## src/rtl/tmr_pkg.sv

```systemverilog
`timescale 1ns/1ps
// Shared widths, register addresses and field positions for the timer.
// Assumes a byte-wide bus and a counter twice the bus width.
package tmr_pkg;
    localparam int DATA_W  = 8;
    localparam int ADDR_W  = 4;
    localparam int CNT_W   = 2 * DATA_W;
    localparam int NUM_CMP = 2;
    localparam int PHASE_W = 3;

    localparam logic [CNT_W-1:0] CNT_INIT = 16'hFFFC;
    localparam logic [CNT_W-1:0] CMP_INIT = {CNT_W{1'b1}};

    typedef enum logic [1:0] {
        DIV4    = 2'b00,
        DIV2    = 2'b01,
        DIV8    = 2'b10,
        DIV_RSV = 2'b11
    } div_sel_e;

    localparam logic [ADDR_W-1:0] A_CTRL     = 4'd0;
    localparam logic [ADDR_W-1:0] A_LVL      = 4'd1;
    localparam logic [ADDR_W-1:0] A_STAT     = 4'd2;
    localparam logic [ADDR_W-1:0] A_CNT_HI   = 4'd3;
    localparam logic [ADDR_W-1:0] A_CNT_LO   = 4'd4;
    localparam logic [ADDR_W-1:0] A_ALT_HI   = 4'd5;
    localparam logic [ADDR_W-1:0] A_ALT_LO   = 4'd6;
    localparam int                A_CMP_BASE = 7;

    localparam int CTRL_PEN_TOP = 7;
    localparam int CTRL_DIV_LSB = 2;
    localparam int STAT_TOF     = 5;

    // Status bit position of each compare channel's flag.
    function automatic int ocf_bit(input int ch);
        return (ch == 0) ? 6 : 3;
    endfunction
endpackage

```

## src/rtl/tmr_prescaler.sv

```systemverilog
`timescale 1ns/1ps
// Clock divider: a free-running phase counter whose low bits, chosen by
// div_sel, give a single-cycle tick. Assumes PHASE_W is 3.
module tmr_prescaler
    import tmr_pkg::*;
(
    input  logic     clk,
    input  logic     rst_n,
    input  div_sel_e div_sel,
    output logic     tick
);
    logic [PHASE_W-1:0] phase_q;

    // Advance the phase every clock; restart on reset.
    always_ff @(posedge clk) begin
        if (!rst_n) phase_q <= '0;
        else        phase_q <= phase_q + 1'b1;
    end

    // Decode the tick from the phase bits for the selected ratio.
    always_comb begin
        unique case (div_sel)
            DIV2:    tick = phase_q[0];
            DIV8:    tick = &phase_q;
            default: tick = &phase_q[1:0];
        endcase
    end

    // ticks are never on adjacent cycles, at any ratio
    a_r2_no_back_to_back: assert property (@(posedge clk) disable iff (!rst_n)
        tick |=> !tick);
endmodule

```

## src/rtl/tmr_evflag.sv

```systemverilog
`timescale 1ns/1ps
// Event flag with a two-step clear: a status read arms the flag only if it
// is set, and the next qualifying access clears it unless a new event
// arrives in that same cycle. Assumes stat_rd and clr_acc never coincide.
module tmr_evflag (
    input  logic clk,
    input  logic rst_n,
    input  logic set_evt,
    input  logic stat_rd,
    input  logic clr_acc,
    output logic flag
);
    logic armed_q;

    // Arm on a status read that sees the flag set; disarm on the clearing access.
    always_ff @(posedge clk) begin
        if (!rst_n)       armed_q <= 1'b0;
        else if (stat_rd) armed_q <= flag;
        else if (clr_acc) armed_q <= 1'b0;
    end

    // Set on an event; clear on an armed access unless the event wins.
    always_ff @(posedge clk) begin
        if (!rst_n)                  flag <= 1'b0;
        else if (set_evt)            flag <= 1'b1;
        else if (clr_acc && armed_q) flag <= 1'b0;
    end

    // an event in any cycle leaves the flag set afterwards
    a_r6_event_wins: assert property (@(posedge clk) disable iff (!rst_n)
        set_evt |=> flag);
    // a set flag cannot fall unless it was armed by a status read
    a_r6_needs_arm: assert property (@(posedge clk) disable iff (!rst_n)
        (flag && !armed_q) |=> flag);
endmodule

```

## src/rtl/tmr_rd_snap.sv

```systemverilog
`timescale 1ns/1ps
// Low-byte snapshot for a 16-bit read pair: a high-byte read freezes the
// low byte until the next low-byte read. Assumes one read per cycle.
module tmr_rd_snap #(
    parameter int DW = 8
) (
    input  logic          clk,
    input  logic          rst_n,
    input  logic          rd_hi,
    input  logic          rd_lo,
    input  logic [DW-1:0] live_lo,
    output logic [DW-1:0] lo_out
);
    logic [DW-1:0] snap_q;
    logic          held_q;

    // Capture on a high read, release on the following low read.
    always_ff @(posedge clk) begin
        if (!rst_n) begin
            snap_q <= '0;
            held_q <= 1'b0;
        end else if (rd_hi) begin
            snap_q <= live_lo;
            held_q <= 1'b1;
        end else if (rd_lo) begin
            held_q <= 1'b0;
        end
    end

    // Return the frozen byte while held, the live byte otherwise.
    assign lo_out = held_q ? snap_q : live_lo;

    // a held snapshot does not move until released or re-captured
    a_r10_snap_stable: assert property (@(posedge clk) disable iff (!rst_n)
        (held_q && !rd_hi) |=> $stable(snap_q));
endmodule

```

## src/rtl/tmr_cmp_chan.sv

```systemverilog
`timescale 1ns/1ps
// One compare channel: a byte-written compare value, a hold-off between
// the high and low writes, a match pulse on the tick that moves the counter
// onto the value, and an output latch loaded from a level bit on a match.
// Assumes W is twice DW and that wr_hi and wr_lo never coincide.
module tmr_cmp_chan #(
    parameter int DW = 8,
    parameter int W  = 16,
    parameter logic [W-1:0] INIT = '1
) (
    input  logic          clk,
    input  logic          rst_n,
    input  logic          wr_hi,
    input  logic          wr_lo,
    input  logic [DW-1:0] wdata,
    input  logic          step,
    input  logic [W-1:0]  cnt_next,
    input  logic          lvl_sel,
    output logic [W-1:0]  cmp_val,
    output logic          match,
    output logic          out_lvl
);
    logic inhibit_q;

    // Load the compare value one byte at a time.
    always_ff @(posedge clk) begin
        if (!rst_n)     cmp_val <= INIT;
        else if (wr_hi) cmp_val[W-1:DW] <= wdata;
        else if (wr_lo) cmp_val[DW-1:0] <= wdata;
    end

    // Hold off matching from a high write until the low write.
    always_ff @(posedge clk) begin
        if (!rst_n)     inhibit_q <= 1'b0;
        else if (wr_hi) inhibit_q <= 1'b1;
        else if (wr_lo) inhibit_q <= 1'b0;
    end

    // Match when the counter is about to step onto the compare value.
    assign match = step && (cnt_next == cmp_val) && !inhibit_q;

    // Latch the programmed level on every match.
    always_ff @(posedge clk) begin
        if (!rst_n)     out_lvl <= 1'b0;
        else if (match) out_lvl <= lvl_sel;
    end

    // the cycle after a high-byte write cannot produce a match
    a_r11_hold_after_hi: assert property (@(posedge clk) disable iff (!rst_n)
        wr_hi |=> !match);
    // a match loads the level bit present at that edge
    a_r8_level_load: assert property (@(posedge clk) disable iff (!rst_n)
        match |=> (out_lvl == $past(lvl_sel)));
endmodule

```

## src/rtl/fr_timer.sv

```systemverilog
`timescale 1ns/1ps
// Free-running timer top: byte register port, prescaled 16-bit counter with
// an alias read pair, compare channels, overflow and compare flags with a
// two-step clear, and enable-gated compare pins.
// Assumes bus_rd and bus_wr are never high in the same cycle.
module fr_timer
    import tmr_pkg::*;
(
    input  logic              clk,
    input  logic              rst_n,
    input  logic [ADDR_W-1:0] bus_addr,
    input  logic              bus_rd,
    input  logic              bus_wr,
    input  logic [DATA_W-1:0] bus_wdata,
    output logic [DATA_W-1:0] bus_rdata,
    output logic              cmp_a_pin,
    output logic              cmp_b_pin
);
    logic [CNT_W-1:0]   cnt_q;
    logic [CNT_W-1:0]   cnt_next;
    logic               tick;
    div_sel_e           div_q;
    logic [NUM_CMP-1:0] pen_q;
    logic [NUM_CMP-1:0] lvl_q;
    logic [NUM_CMP-1:0] match;
    logic [NUM_CMP-1:0] out_lvl;
    logic [NUM_CMP-1:0] ocf;
    logic [CNT_W-1:0]   cmp_val [NUM_CMP];
    logic               tof;
    logic [DATA_W-1:0]  cnt_lo_rd;
    logic [DATA_W-1:0]  alt_lo_rd;
    logic [DATA_W-1:0]  stat_byte;

    logic any_acc;
    logic rd_stat, rd_cnt_hi, rd_cnt_lo, rd_alt_hi, rd_alt_lo;
    logic acc_cnt_lo, acc_alt_lo;

    // Decode the bus strobes per address.
    assign any_acc    = bus_rd | bus_wr;
    assign rd_stat    = bus_rd  && (bus_addr == A_STAT);
    assign rd_cnt_hi  = bus_rd  && (bus_addr == A_CNT_HI);
    assign rd_cnt_lo  = bus_rd  && (bus_addr == A_CNT_LO);
    assign rd_alt_hi  = bus_rd  && (bus_addr == A_ALT_HI);
    assign rd_alt_lo  = bus_rd  && (bus_addr == A_ALT_LO);
    assign acc_cnt_lo = any_acc && (bus_addr == A_CNT_LO);
    assign acc_alt_lo = any_acc && (bus_addr == A_ALT_LO);

    // Control and level-select registers.
    always_ff @(posedge clk) begin
        if (!rst_n) begin
            pen_q <= '0;
            lvl_q <= '0;
            div_q <= DIV4;
        end else if (bus_wr && bus_addr == A_CTRL) begin
            for (int ch = 0; ch < NUM_CMP; ch++)
                pen_q[ch] <= bus_wdata[CTRL_PEN_TOP - ch];
            div_q <= div_sel_e'(bus_wdata[CTRL_DIV_LSB +: 2]);
        end else if (bus_wr && bus_addr == A_LVL) begin
            lvl_q <= bus_wdata[NUM_CMP-1:0];
        end
    end

    tmr_prescaler u_pre (
        .clk     (clk),
        .rst_n   (rst_n),
        .div_sel (div_q),
        .tick    (tick)
    );

    // Free-running counter, advanced by the prescaler tick.
    assign cnt_next = cnt_q + 1'b1;
    always_ff @(posedge clk) begin
        if (!rst_n)    cnt_q <= CNT_INIT;
        else if (tick) cnt_q <= cnt_next;
    end

    tmr_evflag u_tof (
        .clk     (clk),
        .rst_n   (rst_n),
        .set_evt (tick && (&cnt_q)),
        .stat_rd (rd_stat),
        .clr_acc (acc_cnt_lo),
        .flag    (tof)
    );

    tmr_rd_snap #(.DW(DATA_W)) u_snap_cnt (
        .clk     (clk),
        .rst_n   (rst_n),
        .rd_hi   (rd_cnt_hi),
        .rd_lo   (rd_cnt_lo),
        .live_lo (cnt_q[DATA_W-1:0]),
        .lo_out  (cnt_lo_rd)
    );

    tmr_rd_snap #(.DW(DATA_W)) u_snap_alt (
        .clk     (clk),
        .rst_n   (rst_n),
        .rd_hi   (rd_alt_hi),
        .rd_lo   (rd_alt_lo),
        .live_lo (cnt_q[DATA_W-1:0]),
        .lo_out  (alt_lo_rd)
    );

    // One compare channel, flag and pin per generated slice.
    for (genvar g = 0; g < NUM_CMP; g++) begin : g_cmp
        localparam logic [ADDR_W-1:0] HI_A = ADDR_W'(A_CMP_BASE + 2 * g);
        localparam logic [ADDR_W-1:0] LO_A = ADDR_W'(A_CMP_BASE + 2 * g + 1);

        tmr_cmp_chan #(.DW(DATA_W), .W(CNT_W), .INIT(CMP_INIT)) u_chan (
            .clk      (clk),
            .rst_n    (rst_n),
            .wr_hi    (bus_wr && bus_addr == HI_A),
            .wr_lo    (bus_wr && bus_addr == LO_A),
            .wdata    (bus_wdata),
            .step     (tick),
            .cnt_next (cnt_next),
            .lvl_sel  (lvl_q[g]),
            .cmp_val  (cmp_val[g]),
            .match    (match[g]),
            .out_lvl  (out_lvl[g])
        );

        tmr_evflag u_ocf (
            .clk     (clk),
            .rst_n   (rst_n),
            .set_evt (match[g]),
            .stat_rd (rd_stat),
            .clr_acc (any_acc && bus_addr == LO_A),
            .flag    (ocf[g])
        );
    end

    // Gate each compare output onto its pin.
    assign cmp_a_pin = pen_q[0] & out_lvl[0];
    assign cmp_b_pin = pen_q[1] & out_lvl[1];

    // Assemble the status byte from the flags.
    always_comb begin
        stat_byte           = '0;
        stat_byte[STAT_TOF] = tof;
        for (int ch = 0; ch < NUM_CMP; ch++)
            stat_byte[ocf_bit(ch)] = ocf[ch];
    end

    // Read-data multiplexer.
    always_comb begin
        bus_rdata = '0;
        case (bus_addr)
            A_CTRL: begin
                for (int ch = 0; ch < NUM_CMP; ch++)
                    bus_rdata[CTRL_PEN_TOP - ch] = pen_q[ch];
                bus_rdata[CTRL_DIV_LSB +: 2] = div_q;
            end
            A_LVL:    bus_rdata[NUM_CMP-1:0] = lvl_q;
            A_STAT:   bus_rdata = stat_byte;
            A_CNT_HI: bus_rdata = cnt_q[CNT_W-1:DATA_W];
            A_CNT_LO: bus_rdata = cnt_lo_rd;
            A_ALT_HI: bus_rdata = cnt_q[CNT_W-1:DATA_W];
            A_ALT_LO: bus_rdata = alt_lo_rd;
            default: begin
                for (int ch = 0; ch < NUM_CMP; ch++) begin
                    if (bus_addr == ADDR_W'(A_CMP_BASE + 2 * ch))
                        bus_rdata = cmp_val[ch][CNT_W-1:DATA_W];
                    if (bus_addr == ADDR_W'(A_CMP_BASE + 2 * ch + 1))
                        bus_rdata = cmp_val[ch][DATA_W-1:0];
                end
            end
        endcase
    end

    // the counter steps by exactly one on a tick
    a_r1_step: assert property (@(posedge clk) disable iff (!rst_n)
        tick |=> (cnt_q == $past(cnt_q) + 16'd1));
    // the counter holds between ticks
    a_r1_hold: assert property (@(posedge clk) disable iff (!rst_n)
        !tick |=> $stable(cnt_q));
    // the wrap from all ones leaves the overflow flag set
    a_r3_tof_on_wrap: assert property (@(posedge clk) disable iff (!rst_n)
        (tick && cnt_q == 16'hFFFF) |=> tof);
    // alias low-byte accesses never clear the overflow flag
    a_r4_alt_keeps_tof: assert property (@(posedge clk) disable iff (!rst_n)
        (acc_alt_lo && tof) |=> tof);
endmodule

```

## config.mk

```make
export PLATFORM = sky130hd
export DESIGN_NAME = fr_timer
export DESIGN_NICKNAME = d
export VERILOG_FILES = /design/src/rtl/tmr_pkg.sv /design/src/rtl/tmr_prescaler.sv /design/src/rtl/tmr_evflag.sv /design/src/rtl/tmr_rd_snap.sv /design/src/rtl/tmr_cmp_chan.sv /design/src/rtl/fr_timer.sv
export SDC_FILE = /design/constraint.sdc
export NUM_CORES = 1
export LEC_CHECK = 0
export BUFFER_PORTS_ARGS = -buffer_cell sky130_fd_sc_hd__clkbuf_2
export CAP_MARGIN = 25
export CORE_MARGIN = 4
export CORE_UTILIZATION = 53
export CTS_BUF_LIST = sky130_fd_sc_hd__clkbuf_8 sky130_fd_sc_hd__clkbuf_16
export CTS_CLUSTER_SIZE = 14
export DETAILED_ROUTE_END_ITERATION = 16
export PLACE_DENSITY = 0.71
export REMOVE_ABC_BUFFERS = 1
export SLEW_MARGIN = 40
export SYNTH_ARGS = -nofsm -noshare
export SYNTH_HDL_FRONTEND = slang
export SYNTH_SLANG_ARGS = --single-unit
```

## constraint.sdc

```tcl
create_clock -name clk -period 2.5 [get_ports clk]
set_input_delay 0.25 -clock clk [delete_from_list [all_inputs] [get_ports clk]]
set_output_delay 0.25 -clock clk [all_outputs]
set_load 0.01 [all_outputs]
```

==> metrics.cfg <==
[detailed_routing]
drt_iter0_markers=488
firstDrtPassIters=5
wl_um=15700
vias=4775
wl_per_cell_um=20.5
avgViaCountPerCell=6.24
postRouteAntennaNets=0
post-route-drc-count=0

[clocking]
cts_made_buffers=9
cts.path.max_buffers=2
post_cts_buffers=0
clock-sinks=85
cts.reportedPaths.clkPinSlew_ns=0.10
cts_tree=done
cts_root_buf=clkbuf_8
insertion_delay_ns=0.37
h-tree-depth=3

[placement]
gp_congestion=1.00
pre_cts_ws_ns=0.121
port_buffers=25
place_hpwl_um=12000
dp.cells=749

[pwr]
p_int_w=0.00196
powerDensity_nw_per_um2=501
clockPowerShare=0.376
p_sw_frac=0.283
pwr-share-comb=0.111
p_seq_frac=0.513
irDropWorstVdd_mv=0.427
power_switching_w=0.000776
p_leak_nw=2.25

[worst_setup_path]
r2r_cells=8
cp.required_ns=2.74
critical_path_arrival_ns=2.65
worstSetupStartpointType=register
cp-end-kind=register
crit_type=reg2reg
crit_fanout=9

[synth]
syn_area_per_cell_um2=7.87
synth_edf_count=0
ys_types=59
postSynthCellCount=628
ys.flop_type=dfxtp_1
syn-cell-area_um2=4940
yosysWarnings=0
ys_async_sr_fraction=0
ys_ff_latch=85
synth_seq_area_share=0.344

[layout]
drive_gt1_frac=0.137
final_common_cell=nand2_1
fin_cells=765
diodes=0
final_cell_mix=nand2_1, dfxtp_1, nand3_1
areaGrowthSynthToFinish_pct=10.7
final_util=0.615
finalNetCount=673

[timing]
hold_viol_final=0
post-route-min-period_ns=2.42
slew_violations=0
max_freq_mhz=414
setup_violations=0
setup_ws_ns=0.0840
fin_crit_sh=0.966
setup_total_negative_slack_ns=0
rsz0062_at_grt=false
worst_pin_slew_ns=0.887
slew_headroom=0.407
clock_skew_ns=0.00960

[floorplanning]
fp.dieW_um=105
coreArea_um2=8890
io_pins=26
die_area_um2=10900
die_height_um=105
start_util=0.556
num_rows=34

[global_routing]
grt_max_degree=49
grt_pass1_wl_um=24400
grt-ovfl-total=0
antenna_found_initial=0
grt_util_all_layers=0.285
grt_pass1_vias=4470

[min_path]
worstHoldPathType=in2reg
whs_path_depth=3

[status]
outcome=finished, final reports clean

[flow_run]
cap_violations=0

-- cells in the mapped netlist (all sizes together), types with 14 or more instances --
cell type | number | area share
a21oi | 28 | 0.028
nor2 | 47 | 0.036
mux2i | 36 | 0.073
xor2 | 19 | 0.034
buf | 14 | 0.014
o21ai | 24 | 0.024
nand2 | 114 | 0.087
nand3 | 55 | 0.058
inv | 14 | 0.011
xnor2 | 30 | 0.053
nor3 | 15 | 0.015
dfxtp | 85 | 0.34
clkbuf | 31 | 0.026
-- path summary, 6_finish.rpt --
| kind | from | end | slack (ns) |
|---|---|---|---|
| worst min register to register | u_pre.phase_q[0] | u_pre.phase_q[0] | 0.47 |
| worst max-delay path | cnt_q[2] | g_cmp[0].u_chan.out_lvl | 0.08 |
| worst max register to register | cnt_q[2] | g_cmp[0].u_chan.out_lvl | 0.08 |
| worst min-delay path | bus_wdata[4] | g_cmp[0].u_chan.cmp_val[12] | 0.14 |
-- per-stage QoR --
stage	total power, W	hold WS (ns)	instance area [µm²]
2_1_floorplan	0.00159	0.312	4740
3_3_place_gp	0.00173	0.433	5250
3_5_place_dp	0.00173	0.455	5250
4_1_cts	0.00274	0.127	5450
5_1_grt	0.00283	0.146	5470
6_report	0.00274	0.143	5470
-- sequential cells by signal, indices dropped and copies added, names as in the netlist --
register / count
g_cmp.u_chan.cmp_val: 32
cnt_q: 16
u_snap_alt.snap_q: 8
u_snap_cnt.snap_q: 8
u_pre.phase_q: 3
div_q: 2
g_cmp.u_chan.inhibit_q: 2
g_cmp.u_chan.out_lvl: 2
g_cmp.u_ocf.armed_q: 2
g_cmp.u_ocf.flag: 2
lvl_q: 2
pen_q: 2
u_snap_alt.held_q: 1
u_snap_cnt.held_q: 1
u_tof.armed_q: 1
u_tof.flag: 1
-- power groups by stage --
stage / sequential (W) / clock, W / combinational (W)
final: 0.00141 / 0.00103 / 0.000304
after global routing: 0.00141 / 0.00110 / 0.000327
after CTS: 0.00141 / 0.00104 / 0.000297
after detailed placement: 0.00144 / 0 / 0.000295
after global placement: 0.00144 / 0 / 0.000291
after floorplan: 0.00143 / 0 / 0.000157
-- per-layer routing --
| layer | track usage | wire (µm) | vias to the layer above |
|---|---|---|---|
| met4 | 0.146 | 778 | 0 |
| met1 | 0.395 | 6880 | 2222 |
| met3 | 0.0524 | 1260 | 56 |
| li1 | - | - | 2266 |
| met5 | 0 | 0 | - |
| met2 | 0.423 | 6760 | 231 |
-- area by class of cell --
| type | count | area (µm²) |
|---|---|---|
| Clock buffer | 9 | 124 |
| Clock inverter | 7 | 78.8 |
| Fill cell | 808 | 3420 |
| Inverter | 14 | 52.6 |
| Multi-Input combinational cell | 484 | 3000 |
| Sequential cell | 85 | 1700 |
| Tap cell | 108 | 135 |
| Timing Repair Buffer | 58 | 377 |
-- kinds of logic (layout without fill, tap and decap cells) --
group,after synthesis,count (layout),share of synthesized area
multiplexers,36,36,0.0729
buffers and inverters,59,88,0.0507
XOR/XNOR,49,49,0.0869
AND/OR/NAND/NOR,283,283,0.281
flip-flops,85,85,0.344
AO/OA/AOI/OAI,111,111,0.151
adder cells (fa/ha/maj),5,5,0.0127
-- critical path, cell delays in order, from the launching register on --
cell      delay [ns]
dfxtp_1         0.54
nand4_4         0.27
nor2_1          0.22
xor2_1          0.08
or3_1           0.32
a211oi_1        0.45
buf_4           0.21
a31o_2          0.14
a21oi_1         0.05
-- what timing repair did --
item | CTS | global route
hold buffers | 0 | 0
resized for setup | 0 | 5
endpoints found under the setup margin | 0 | 4
Note: power is estimated with default switching activity, not from simulation.
